$ cat src/rtl/errrec_pkg.sv
package errrec_pkg;

    typedef enum logic [2:0] {
        ST_OK       = 3'd0,
        ST_NOSPACE  = 3'd1,
        ST_FAIL     = 3'd3,
        ST_EMPTY    = 3'd4,
        ST_NOTFOUND = 3'd5
    } errrec_status_e;

    typedef enum logic [2:0] {
        S_IDLE,
        S_CHECK,
        S_HDR,
        S_DECIDE,
        S_COPY,
        S_FILL
    } mv_state_e;

    localparam int MIN_REC = 128;   // smallest legal record in bytes
    localparam int LEN_POS = 20;    // byte position of the length field
    localparam int ID_POS  = 96;    // byte position of the identifier field

    localparam logic [63:0] ID_NONE = 64'h0;
    localparam logic [63:0] ID_END  = 64'hFFFF_FFFF_FFFF_FFFF;

endpackage

$ cat src/rtl/errrec_dir.sv
module errrec_dir #(
    parameter int NSLOTS = 8,
    parameter int SLOT_W = 3,
    parameter int CNT_W  = 4
) (
    input  logic              clk,
    input  logic              rst_n,
    input  logic [63:0]       key,
    input  logic              upd_en,
    input  logic [SLOT_W-1:0] upd_idx,
    input  logic [63:0]       upd_id,
    input  logic              upd_new,
    output logic              hit,
    output logic [SLOT_W-1:0] hit_idx,
    output logic              has_free,
    output logic [SLOT_W-1:0] free_idx,
    output logic [63:0]       first_id,
    output logic [CNT_W-1:0]  count
);
    import errrec_pkg::*;

    logic [63:0]      ids_q [NSLOTS];
    logic [63:0]      ids_d [NSLOTS];
    logic [CNT_W-1:0] cnt_q, cnt_d;
    logic [NSLOTS-1:0] match_v, empty_v;

    for (genvar g = 0; g < NSLOTS; g++) begin : g_slot
        assign match_v[g] = (key != ID_NONE) && (ids_q[g] == key);
        assign empty_v[g] = (ids_q[g] == ID_NONE);
    end

    always_comb begin
        hit      = 1'b0;
        hit_idx  = '0;
        has_free = 1'b0;
        free_idx = '0;
        first_id = ID_END;
        for (int i = NSLOTS - 1; i >= 0; i--) begin
            if (match_v[i]) begin
                hit     = 1'b1;
                hit_idx = SLOT_W'(i);
            end
            if (empty_v[i]) begin
                has_free = 1'b1;
                free_idx = SLOT_W'(i);
            end else begin
                first_id = ids_q[i];
            end
        end
    end

    always_comb begin
        ids_d = ids_q;
        cnt_d = cnt_q;
        if (upd_en) begin
            ids_d[upd_idx] = upd_id;
            if (upd_new) cnt_d = cnt_q + CNT_W'(1);
        end
    end

    always_ff @(posedge clk or negedge rst_n) begin
        if (!rst_n) begin
            for (int i = 0; i < NSLOTS; i++) ids_q[i] <= ID_NONE;
            cnt_q <= '0;
        end else begin
            ids_q <= ids_d;
            cnt_q <= cnt_d;
        end
    end

    assign count = cnt_q;

endmodule

$ cat src/rtl/errrec_hdr_chk.sv
module errrec_hdr_chk #(
    parameter int REC_BYTES = 256,
    parameter int XA_W      = 8
) (
    input  logic [XA_W-1:0] off,
    input  logic [31:0]     len,
    input  logic [63:0]     id,
    output logic            off_bad,
    output logic            len_bad,
    output logic            id_bad
);
    import errrec_pkg::*;

    logic [32:0] span;

    always_comb begin
        span    = {1'b0, len} + 33'(off);
        off_bad = 32'(off) > 32'(REC_BYTES - MIN_REC);
        len_bad = (len < 32'(MIN_REC)) || (span > 33'(REC_BYTES));
        id_bad  = (id == ID_NONE) || (id == ID_END);
    end

endmodule

$ cat src/rtl/errrec_ctrl.sv
module errrec_ctrl #(
    parameter int REC_BYTES = 256,
    parameter int XA_W      = 8,
    parameter int SLOT_W    = 3,
    parameter int CNT_W     = 4
) (
    input  logic              clk,
    input  logic              rst_n,
    input  logic              start,
    input  logic              op_rd,
    input  logic [XA_W-1:0]   off_in,
    input  logic [63:0]       id_in,
    input  logic [CNT_W-1:0]  count,
    input  logic              hit,
    input  logic [SLOT_W-1:0] hit_idx,
    input  logic              has_free,
    input  logic [SLOT_W-1:0] free_idx,
    input  logic [63:0]       first_id,
    input  logic              off_bad,
    input  logic              len_bad,
    input  logic              id_bad,
    output logic [XA_W-1:0]   cur_off,
    output logic [31:0]       cur_len,
    output logic [63:0]       cur_id,
    output logic              upd_en,
    output logic [SLOT_W-1:0] upd_idx,
    output logic [63:0]       upd_id,
    output logic              upd_new,
    output logic              done,
    output logic [2:0]        status,
    output logic              xb_en,
    output logic              xb_we,
    output logic [XA_W-1:0]   xb_addr,
    output logic [7:0]        xb_wdata,
    input  logic [7:0]        xb_rdata,
    output logic              st_en,
    output logic              st_we,
    output logic [SLOT_W+XA_W-1:0] st_addr,
    output logic [7:0]        st_wdata,
    input  logic [7:0]        st_rdata
);
    import errrec_pkg::*;

    typedef struct packed {
        mv_state_e         st;
        logic              rd_op;
        logic [XA_W-1:0]   off;
        logic [63:0]       id;
        logic [31:0]       len;
        logic [SLOT_W-1:0] slot;
        logic              is_new;
        logic [4:0]        k;
        logic              hpend;
        logic [4:0]        hk;
        logic [XA_W:0]     idx;
        logic              cpend;
        logic [XA_W-1:0]   cidx;
        logic              done;
        logic [2:0]        status;
    } ctl_t;

    ctl_t r_q, r_d;

    logic [4:0]      nk;
    logic [XA_W-1:0] hoff;
    logic [2:0]      hk_rel;
    logic [7:0]      hbyte;

    assign nk     = r_q.rd_op ? 5'd4 : 5'd12;
    assign hoff   = (r_q.k < 5'd4) ? XA_W'(LEN_POS + int'(r_q.k))
                                   : XA_W'(ID_POS + int'(r_q.k) - 4);
    assign hk_rel = 3'(r_q.hk - 5'd4);
    assign hbyte  = r_q.rd_op ? st_rdata : xb_rdata;

    always_comb begin
        r_d      = r_q;
        r_d.done = 1'b0;
        xb_en = 1'b0; xb_we = 1'b0; xb_addr = '0; xb_wdata = '0;
        st_en = 1'b0; st_we = 1'b0; st_addr = '0; st_wdata = '0;
        upd_en = 1'b0; upd_idx = r_q.slot; upd_id = r_q.id; upd_new = r_q.is_new;

        case (r_q.st)
            S_IDLE: begin
                if (start) begin
                    r_d.st    = S_CHECK;
                    r_d.rd_op = op_rd;
                    r_d.off   = off_in;
                    r_d.len   = '0;
                    r_d.id    = (op_rd && id_in == ID_NONE) ? first_id : id_in;
                end
            end
            S_CHECK: begin
                r_d.k     = '0;
                r_d.hpend = 1'b0;
                if (r_q.rd_op) begin
                    if (count == '0) begin
                        r_d.st = S_IDLE; r_d.done = 1'b1; r_d.status = ST_EMPTY;
                    end else if (r_q.id == ID_END || off_bad) begin
                        r_d.st = S_IDLE; r_d.done = 1'b1; r_d.status = ST_FAIL;
                    end else if (!hit) begin
                        r_d.st = S_IDLE; r_d.done = 1'b1; r_d.status = ST_NOTFOUND;
                        r_d.id = first_id;
                    end else begin
                        r_d.slot = hit_idx;
                        r_d.st   = S_HDR;
                    end
                end else if (off_bad) begin
                    r_d.st = S_IDLE; r_d.done = 1'b1; r_d.status = ST_FAIL;
                end else begin
                    r_d.st = S_HDR;
                end
            end
            S_HDR: begin
                if (r_q.k < nk) begin
                    if (r_q.rd_op) begin
                        st_en   = 1'b1;
                        st_addr = {r_q.slot, hoff};
                    end else begin
                        xb_en   = 1'b1;
                        xb_addr = r_q.off + hoff;
                    end
                    r_d.k     = r_q.k + 5'd1;
                    r_d.hpend = 1'b1;
                    r_d.hk    = r_q.k;
                end else begin
                    r_d.hpend = 1'b0;
                end
                if (r_q.hpend) begin
                    if (r_q.hk < 5'd4) r_d.len[{r_q.hk[1:0], 3'b000} +: 8] = hbyte;
                    else               r_d.id[{hk_rel, 3'b000} +: 8]      = hbyte;
                    if (r_q.hk == nk - 5'd1) r_d.st = S_DECIDE;
                end
            end
            S_DECIDE: begin
                r_d.idx   = '0;
                r_d.cpend = 1'b0;
                if (len_bad || (!r_q.rd_op && id_bad)) begin
                    r_d.st = S_IDLE; r_d.done = 1'b1; r_d.status = ST_FAIL;
                end else if (r_q.rd_op) begin
                    r_d.st = S_COPY;
                end else if (hit) begin
                    r_d.slot = hit_idx; r_d.is_new = 1'b0; r_d.st = S_COPY;
                end else if (has_free) begin
                    r_d.slot = free_idx; r_d.is_new = 1'b1; r_d.st = S_COPY;
                end else begin
                    r_d.st = S_IDLE; r_d.done = 1'b1; r_d.status = ST_NOSPACE;
                end
            end
            S_COPY: begin
                if (32'(r_q.idx) < r_q.len) begin
                    if (r_q.rd_op) begin
                        st_en   = 1'b1;
                        st_addr = {r_q.slot, r_q.idx[XA_W-1:0]};
                    end else begin
                        xb_en   = 1'b1;
                        xb_addr = r_q.off + r_q.idx[XA_W-1:0];
                    end
                    r_d.cpend = 1'b1;
                    r_d.cidx  = r_q.idx[XA_W-1:0];
                    r_d.idx   = r_q.idx + 1'b1;
                end else begin
                    r_d.cpend = 1'b0;
                end
                if (r_q.cpend) begin
                    if (r_q.rd_op) begin
                        xb_en    = 1'b1;
                        xb_we    = 1'b1;
                        xb_addr  = r_q.off + r_q.cidx;
                        xb_wdata = st_rdata;
                    end else begin
                        st_en    = 1'b1;
                        st_we    = 1'b1;
                        st_addr  = {r_q.slot, r_q.cidx};
                        st_wdata = xb_rdata;
                    end
                    if (32'(r_q.cidx) == r_q.len - 32'd1) begin
                        if (r_q.rd_op) begin
                            r_d.st = S_IDLE; r_d.done = 1'b1; r_d.status = ST_OK;
                        end else if (r_q.len < 32'(REC_BYTES)) begin
                            r_d.st  = S_FILL;
                            r_d.idx = r_q.len[XA_W:0];
                        end else begin
                            upd_en = 1'b1;
                            r_d.st = S_IDLE; r_d.done = 1'b1; r_d.status = ST_OK;
                        end
                    end
                end
            end
            S_FILL: begin
                st_en    = 1'b1;
                st_we    = 1'b1;
                st_addr  = {r_q.slot, r_q.idx[XA_W-1:0]};
                st_wdata = 8'hFF;
                r_d.idx  = r_q.idx + 1'b1;
                if (r_q.idx == (XA_W+1)'(REC_BYTES - 1)) begin
                    upd_en = 1'b1;
                    r_d.st = S_IDLE; r_d.done = 1'b1; r_d.status = ST_OK;
                end
            end
            default: r_d.st = S_IDLE;
        endcase
    end

    always_ff @(posedge clk or negedge rst_n) begin
        if (!rst_n) begin
            r_q        <= '0;
            r_q.st     <= S_IDLE;
            r_q.status <= ST_OK;
        end else begin
            r_q <= r_d;
        end
    end

    assign cur_off = r_q.off;
    assign cur_len = r_q.len;
    assign cur_id  = r_q.id;
    assign done    = r_q.done;
    assign status  = r_q.status;

endmodule

$ cat src/rtl/errrec_mover.sv
module errrec_mover #(
    parameter int REC_BYTES = 256,
    parameter int NSLOTS    = 8,
    localparam int XA_W   = $clog2(REC_BYTES),
    localparam int SLOT_W = (NSLOTS > 1) ? $clog2(NSLOTS) : 1,
    localparam int SA_W   = SLOT_W + XA_W,
    localparam int CNT_W  = $clog2(NSLOTS + 1)
) (
    input  logic             clk,
    input  logic             rst_n,
    input  logic             start,
    input  logic             op_rd,
    input  logic [XA_W-1:0]  rec_off,
    input  logic [63:0]      id_in,
    output logic             done,
    output logic [2:0]       status,
    output logic [63:0]      id_out,
    output logic [CNT_W-1:0] rec_count,
    output logic             xb_en,
    output logic             xb_we,
    output logic [XA_W-1:0]  xb_addr,
    output logic [7:0]       xb_wdata,
    input  logic [7:0]       xb_rdata,
    output logic             st_en,
    output logic             st_we,
    output logic [SA_W-1:0]  st_addr,
    output logic [7:0]       st_wdata,
    input  logic [7:0]       st_rdata
);
    logic              hit, has_free, upd_en, upd_new;
    logic [SLOT_W-1:0] hit_idx, free_idx, upd_idx;
    logic [63:0]       first_id, upd_id, cur_id;
    logic [XA_W-1:0]   cur_off;
    logic [31:0]       cur_len;
    logic              off_bad, len_bad, id_bad;

    errrec_dir #(.NSLOTS(NSLOTS), .SLOT_W(SLOT_W), .CNT_W(CNT_W)) u_dir (
        .clk(clk), .rst_n(rst_n), .key(cur_id),
        .upd_en(upd_en), .upd_idx(upd_idx), .upd_id(upd_id), .upd_new(upd_new),
        .hit(hit), .hit_idx(hit_idx), .has_free(has_free), .free_idx(free_idx),
        .first_id(first_id), .count(rec_count)
    );

    errrec_hdr_chk #(.REC_BYTES(REC_BYTES), .XA_W(XA_W)) u_chk (
        .off(cur_off), .len(cur_len), .id(cur_id),
        .off_bad(off_bad), .len_bad(len_bad), .id_bad(id_bad)
    );

    errrec_ctrl #(.REC_BYTES(REC_BYTES), .XA_W(XA_W), .SLOT_W(SLOT_W), .CNT_W(CNT_W)) u_ctrl (
        .clk(clk), .rst_n(rst_n), .start(start), .op_rd(op_rd),
        .off_in(rec_off), .id_in(id_in), .count(rec_count),
        .hit(hit), .hit_idx(hit_idx), .has_free(has_free), .free_idx(free_idx),
        .first_id(first_id), .off_bad(off_bad), .len_bad(len_bad), .id_bad(id_bad),
        .cur_off(cur_off), .cur_len(cur_len), .cur_id(cur_id),
        .upd_en(upd_en), .upd_idx(upd_idx), .upd_id(upd_id), .upd_new(upd_new),
        .done(done), .status(status),
        .xb_en(xb_en), .xb_we(xb_we), .xb_addr(xb_addr), .xb_wdata(xb_wdata), .xb_rdata(xb_rdata),
        .st_en(st_en), .st_we(st_we), .st_addr(st_addr), .st_wdata(st_wdata), .st_rdata(st_rdata)
    );

    assign id_out = cur_id;

endmodule

$ cat config.mk
export PLATFORM = sky130hd
export DESIGN_NAME = errrec_mover
export DESIGN_NICKNAME = d
export VERILOG_FILES = /design/src/rtl/errrec_pkg.sv /design/src/rtl/errrec_dir.sv /design/src/rtl/errrec_hdr_chk.sv /design/src/rtl/errrec_ctrl.sv /design/src/rtl/errrec_mover.sv
export SDC_FILE = /design/constraint.sdc
export NUM_CORES = 2
export LEC_CHECK = 0
export BUFFER_PORTS_ARGS = -buffer_cell sky130_fd_sc_hd__buf_2
export CORE_MARGIN = 2
export CORE_UTILIZATION = 40
export DETAILED_ROUTE_END_ITERATION = 16
export PLACE_DENSITY_LB_ADDON = 0.3
export SLEW_MARGIN = 20
export SYNTH_ARGS = -nofsm -noshare
export SYNTH_HDL_FRONTEND = slang
export SYNTH_SLANG_ARGS = --single-unit
$ cat constraint.sdc
create_clock -name clk -period 5 [get_ports clk]
set_input_delay 0.5 -clock clk [delete_from_list [all_inputs] [get_ports clk]]
set_output_delay 0.5 -clock clk [all_outputs]
set_load 0.05 [all_outputs]
# Word-level counts from Yosys, hierarchy flattened
# Index checks and enable logic that the tools add are counted.
dict set report op_classes {
  addsub 15
  n_lt_le_gt_ge 10
  n_eq_ne 40
  shifts 4
  mux 153
  bitwise 3
  n_reduce_logical 48
}
# operator count
set op_table {}
lappend op_table {{$mux W64} 15}
lappend op_table {{$logic_not A64 Y1} 10}
lappend op_table {{$bwmux W512} 1}
lappend op_table {{$eq A64 B64 Y1} 8}
lappend op_table {{$demux W64 S3} 1}
lappend op_table {{$pmux W64 S3} 1}
lappend op_table {{$mux W108} 1}
lappend op_table {{$mux W8} 13}
lappend op_table {{$mux W3} 34}
lappend op_table {{$mux W96} 1}
lappend op_table {{$mux W4} 19}
lappend op_table {{$mux W11} 6}
lappend op_table {{$bwmux W64} 1}
lappend op_table {{$eq A64 B64 Y1 const B} 1}
lappend op_table {{$pmux W32 S2} 1}
lappend op_table {{$reduce_bool A64 Y1} 1}
lappend op_table {{$shift A8 B8 Y64 const A} 1}
lappend op_table {{$shiftx A8 B8 Y64} 1}
lappend op_table {{$mux W9} 5}
lappend op_table {{$mux W1} 36}
lappend op_table {{$add A32 B8 Y33} 1}
lappend op_table {{$gt A33 B9 Y1 const B} 1}
lappend op_table {{$pmux W11 S3} 1}
lappend op_table {{$bwmux W32} 1}
lappend op_table {{60 further kinds} 112}
dict set report totals {
  register_bits 661
  in_bits 92
  output_inout_bits 111
  elab_cells 297
}

# Longest topological paths before layout
dict set report depth {
  ltp_word 15
  ltp_mapped 14
  mapped_depth_nobuf 12
}

# Hierarchy
# Synthesis repeated with hierarchy kept, for this count alone.
dict set report unflattened {
  cells_unflattened 4049
  area_unflattened_um2 42460.7
}
# mod instances cells_each area_per_inst_um2
set modules_own_cells {}
lappend modules_own_cells {errrec_dir 1 2589 29993.8}
lappend modules_own_cells {errrec_ctrl 1 1275 11207.0}
lappend modules_own_cells {errrec_hdr_chk 1 185 1260.0}

# Least setup slack after synthesis
# OpenSTA, ideal clock, no wires.
dict set report synth_timing {
  path_type {register -> output}
  start {register u_ctrl.r_q, in the netlist u_ctrl.cur_len[21]}
  end {output st_addr[0]}
  arrival_time_ns 3.423
  required_ns 4.500
  setup_slack_ns 1.077
  path_stages_with_launch 12
  path_buffers 2
  cell_sequence {dfrtp_1 -> clkbuf_1 -> or4_1 -> or4_1 -> nor4_1 -> o21ai_0 -> nor2_1 -> a21oi_1 -> buf_1 -> nand2_1 -> nand2_1 -> a221o_1}
}
dict set report synth_via {
  elab_chain_len 5
}
# item line
set synth_lines {}
lappend synth_lines {{start: declaration} errrec_ctrl.sv:62} ;# ctl_t r_q, r_d;
lappend synth_lines {{start signal: assignment} errrec_ctrl.sv:210} ;# r_q <= r_d;
lappend synth_lines {{$lt A9 B32 Y1 *} errrec_ctrl.sv:150} ;# if (32'(r_q.idx) < r_q.len) begin
lappend synth_lines {{$mux W11 *} errrec_ctrl.sv:150}
lappend synth_lines {{$mux W11} errrec_ctrl.sv:165} ;# if (r_q.rd_op) begin
lappend synth_lines {{$mux W11 *} errrec_ctrl.sv:164} ;# if (r_q.cpend) begin
lappend synth_lines {{$pmux W11 S3 *} errrec_ctrl.sv:82} ;# case (r_q.st)
lappend synth_lines {{end: declaration} errrec_mover.sv:26} ;# output logic [SA_W-1:0] st_addr,
# Mark *: on every way between the ends. The rest lies on a longest branch, timed or not.

# Final worst setup path
dict set report layout_timing {
  start {register u_ctrl.r_q, in the netlist u_ctrl.cur_len[21]}
  end {output st_addr[3]}
}
# Same word-level chain as after synthesis.

==> parameters.txt <==
Parameter                              Value

Status
  Result of the run    finished, final reports clean

Logic synthesis
  Post-Synthesis Cell Area    ~42000 sq um
  Synth Area in Compound Gates    14.28%
  Largest family of logic cells by synthesized area    multiplexers
  Post-synthesis average cell area    between 10 and 15 sq um
  Net count after synthesis    between 4000 and 5000
  Number of register bits inferred by synthesis    661
  Cell variety after synth    between 70 and 80
  Async set-reset flop share out of synthesis    between 90% and 100%
  Dominant synthesized flop cell    dfrtp_1
  Area share of xor/xnor cells in the synthesized design    11.87%
  Number of enable-type register cells in the synthesized netlist    0
  Post-synthesis share of cell area spent on and, or, nand and nor gates    between 10 and 15%
  Synth warn    0
  Sequential fraction of the synthesis area    39.53%
  Multiplexer share of the synthesized area    14.70%
  Number of standard cells after synthesis    between 4000 and 5000
  Adder-Cell Fraction of Synth Area    1.746%

Pwr
  Power density over the cells    approximately 250 nW/um^2
  Peak VDD IR    approximately 0.31 mV
  Leakage power    between 0.02 and 0.025 uW

Floorplanning
  Boundary pin count    a little over 200
  Die area    107200 sq um
  CORE AREA    103600 sq um
  Die extent in x    around 330 um
  Initial standard-cell utilization of the core    just over 40%
  Placement Rows    about 120
  Die extent in y    about 330 um

Critical path
  Critical path type    register to output pin
  Arrival time worst endpoint    ~4.2 ns
  Largest fanout on the critical path    10
  Critical Path End Type    output pin
  Total stage count of the critical path    10
  Critical path startpoint category    register
  Largest incremental delay on the critical path    ~0.6 ns
  Cell-by-cell listing of the critical path    or4_1 -> or4_1 -> nor4_2 -> o21ai_0 -> nor2_2 -> a21oi_1 -> nand2_1 -> nand2_1 -> a221o_1 -> buf_2
  Req. time, crit path    4.50 ns
  Logic depth of the worst register-to-register path    10
  Buf/Inv on CP    1
  Slowest cell on the critical path    or4_1
  Family with the most delay on the worst path    simple AND/OR/NAND/NOR gates

Cells and area
  Non-filler cells in the finished layout    5700
  Post-route cell area    around 47000 sq um
  Leading cell types in the layout, fill and taps excluded    dfrtp_1, xnor2_1, mux2_2
  Filler Cells Inserted    roughly 10000
  Area overhead of the layout relative to synthesis    13.22%
  Most common library cell in the layout ignoring fill and taps    dfrtp_1
  Nets    roughly 4400
  Layout cell share with drive strength beyond 1    21.91%

Place
  Routability congestion estimate from global placement    ~1.1
  Quantity of I/O buffers inserted on ports    between 200 and 250
  Placed inst area    between 40000 and 50000 sq um
  Estimated wirelength of the detail-placed design    about 160 mm
  Number of cells after detailed placement    between 5000 and 6000

STA
  Final period utilization    between 90% and 100%
  Tightest Pin Transition    1.265 ns
  Count of final max-slew check failures    0
  Post-Route Hold Slack    between 0.06 and 0.07 ns
  Worst-case clock skew    0.02905 ns
  Post-Route Setup TNS    0 ns
  Worst max-slew margin expressed relative to the limit    ~16%
  Unrepaired setup endpoints after global routing    false
  Post-layout min period    between 4 and 5 ns
  Final Setup Violations    0
  Achievable Freq    approximately 210 MHz
  Final hold violations    0

Route
  Antenna viol nets, final    0
  Detail-routed net length per standard cell    38.00 um
  Count of unresolved DRC violations after routing    0
  Number of detailed-route iterations in the first pass    7
  Wire length reported by the detailed router    roughly 220 mm
  Total via count after detailed routing    37808
  Iteration-0 DRC Markers    just under 6000
  Via count normalized by instance count    between 6 and 7

Global routing
  Via count of the first global-routing pass    between 30000 and 40000
  Number of antenna violations at the first check in global routing    17
  Largest net degree at the start of global routing    102
  Global-route wire length before repair    295.5 mm
  Overflow left after global routing    0
  Global Route Usage Sum    around two fifths

Clock tree
  Worst-path clk slew    around 0.060 ns
  Number of buffers created by CTS    roughly 80
  Clock latency on the worst-skew pair    roughly 0.68 ns
  Clock Root Buffer    clkbuf_16
  Maximum root-to-sink buffer count    3
  Level count of the clock H-tree    3
  Number of sinks handled by clock tree synthesis    661
  TritonCTS clock tree    done
  Buffer count from post-CTS setup fixing    0

Job
  Max-cap violations    0

Worst hold path
  Number of cells on the worst hold path    2
  Class of the most critical hold timing path    input port to register
==> Yosys cell counts (52+ instances only) <==
library cell | instances | area (sq um)
nor4_1 | 218 | 1364
dfrtp_1 | 661 | 16540
nand2_1 | 241 | 904.6
a31oi_1 | 69 | 431.7
buf_4 | 69 | 518.0
a221oi_1 | 68 | 595.6
a2111oi_0 | 66 | 578.1
nand4_1 | 207 | 1295
mux2_1 | 196 | 2207
xnor2_1 | 541 | 4738
o21a_1 | 190 | 1426
nor2_1 | 130 | 488.0
a21oi_1 | 92 | 460.4
mux2_2 | 338 | 3806
clkbuf_1 | 249 | 934.7
o21ai_0 | 255 | 1276
ha_1 | 52 | 650.6
==> what timing repair did <==
action                     CTS  global route
hold buffers                 1             0
hold endpoints to repair    66             0
setup endpoints to repair    0            19
resized for setup            0             2
==> stage by stage <==
| stage | total power (uW) | worst slack, ns | util, % |
|---|---|---|---|
| 2_1_floorplan | 5562 | 1.077 | - |
| 3_3_place_gp | 5855 | 0.5727 | 43.10 |
| 3_5_place_dp | 5857 | 0.5426 | 43.10 |
| 4_1_cts | 11860 | 0.01398 | 45.68 |
| 5_1_grt | 12070 | 0.006234 | 45.71 |
| 6_report | 11830 | 0.3013 | 45.71 |
==> where the power goes <==
| part | switching (uW) | internal (uW) |
|---|---|---|
| clock | 2520 | 3540 |
| sequential | 7.41 | 5350 |
| combinational | 310 | 95.2 |
| total | 2840 | 8990 |
==> area by class of cell <==
cell class	instances	area, sq um	area share (%)
Multi-Input combinational cell	3047	23280	49.14
Sequential cell	661	16540	34.91
Timing Repair Buffer	430	3023	6.380
Clock buffer	113	2392	5.049
Tap cell	1380	1727	3.644
Clock inverter	31	277.8	0.5863
Inverter	35	131.4	0.2773
Antenna cell	3	7.507	0.01584
==> kinds of logic (layout without fill, tap and decap cells) <==
kind of cell | Yosys count | after routing
and+or+nand+nor | 986 | 986
adders and majority gates | 56 | 56
AOI/OAI and AO/OA | 890 | 890
DFF | 661 | 661
xor gates and xnor gates | 567 | 567
muxes | 548 | 548
buffers and inverters | 456 | 609
other | 0 | 3
==> worst reg2reg max path: cells and delay by family (launching register included) <==
family | cells | cell delay (ns)
XOR/XNOR | 1 | 0.10
flip-flops | 1 | 0.46
AO/OA/AOI/OAI | 2 | 0.98
multiplexers | 1 | 0.68
AND/OR/NAND/NOR | 5 | 2.07
buffers and inverters | 1 | 0.26
==> sequential cells by signal, indices dropped and copies added (netlist names), 3 cells and up <==
signal	cells
u_ctrl.r_q	33
u_ctrl.upd_idx	3
u_ctrl.cur_id	64
u_ctrl.cur_off	8
u_ctrl.cur_len	32
u_dir.count	4
u_dir.ids_q	512
u_ctrl.status	3
==> final timing paths <==
check	startpoint	to	slack (ns)
max in group asynchronous	rst_n	u_ctrl.cur_len[14]$_DFFE_PN0P_	3.12
worst min register to register	u_ctrl.status[1]$_DFFE_PN0P_	u_ctrl.status[1]$_DFFE_PN0P_	0.48
worst max-delay path	u_ctrl.cur_len[21]$_DFFE_PN0P_	st_addr[3]	0.30
worst min-delay path	rec_off[3]	u_ctrl.cur_off[3]$_DFFE_PN0P_	0.07
min in group asynchronous	rst_n	u_ctrl.cur_id[58]$_DFFE_PN0P_	0.51
worst max register to register	u_ctrl.cur_len[21]$_DFFE_PN0P_	u_dir.ids_q[72]$_DFFE_PN0P_	0.33
==> layer usage <==
| layer | vias up | track usage [%] | share of wire (%) |
|---|---|---|---|
| met5 | - | 0 | 0.058 |
| met4 | 18 | 19.58 | 6.1 |
| met3 | 499 | 10.02 | 11 |
| met2 | 2440 | 57.02 | 42 |
| met1 | 19352 | 55.16 | 42 |
| li1 | 15499 | - | - |
(Power assumes the default switching activity.)
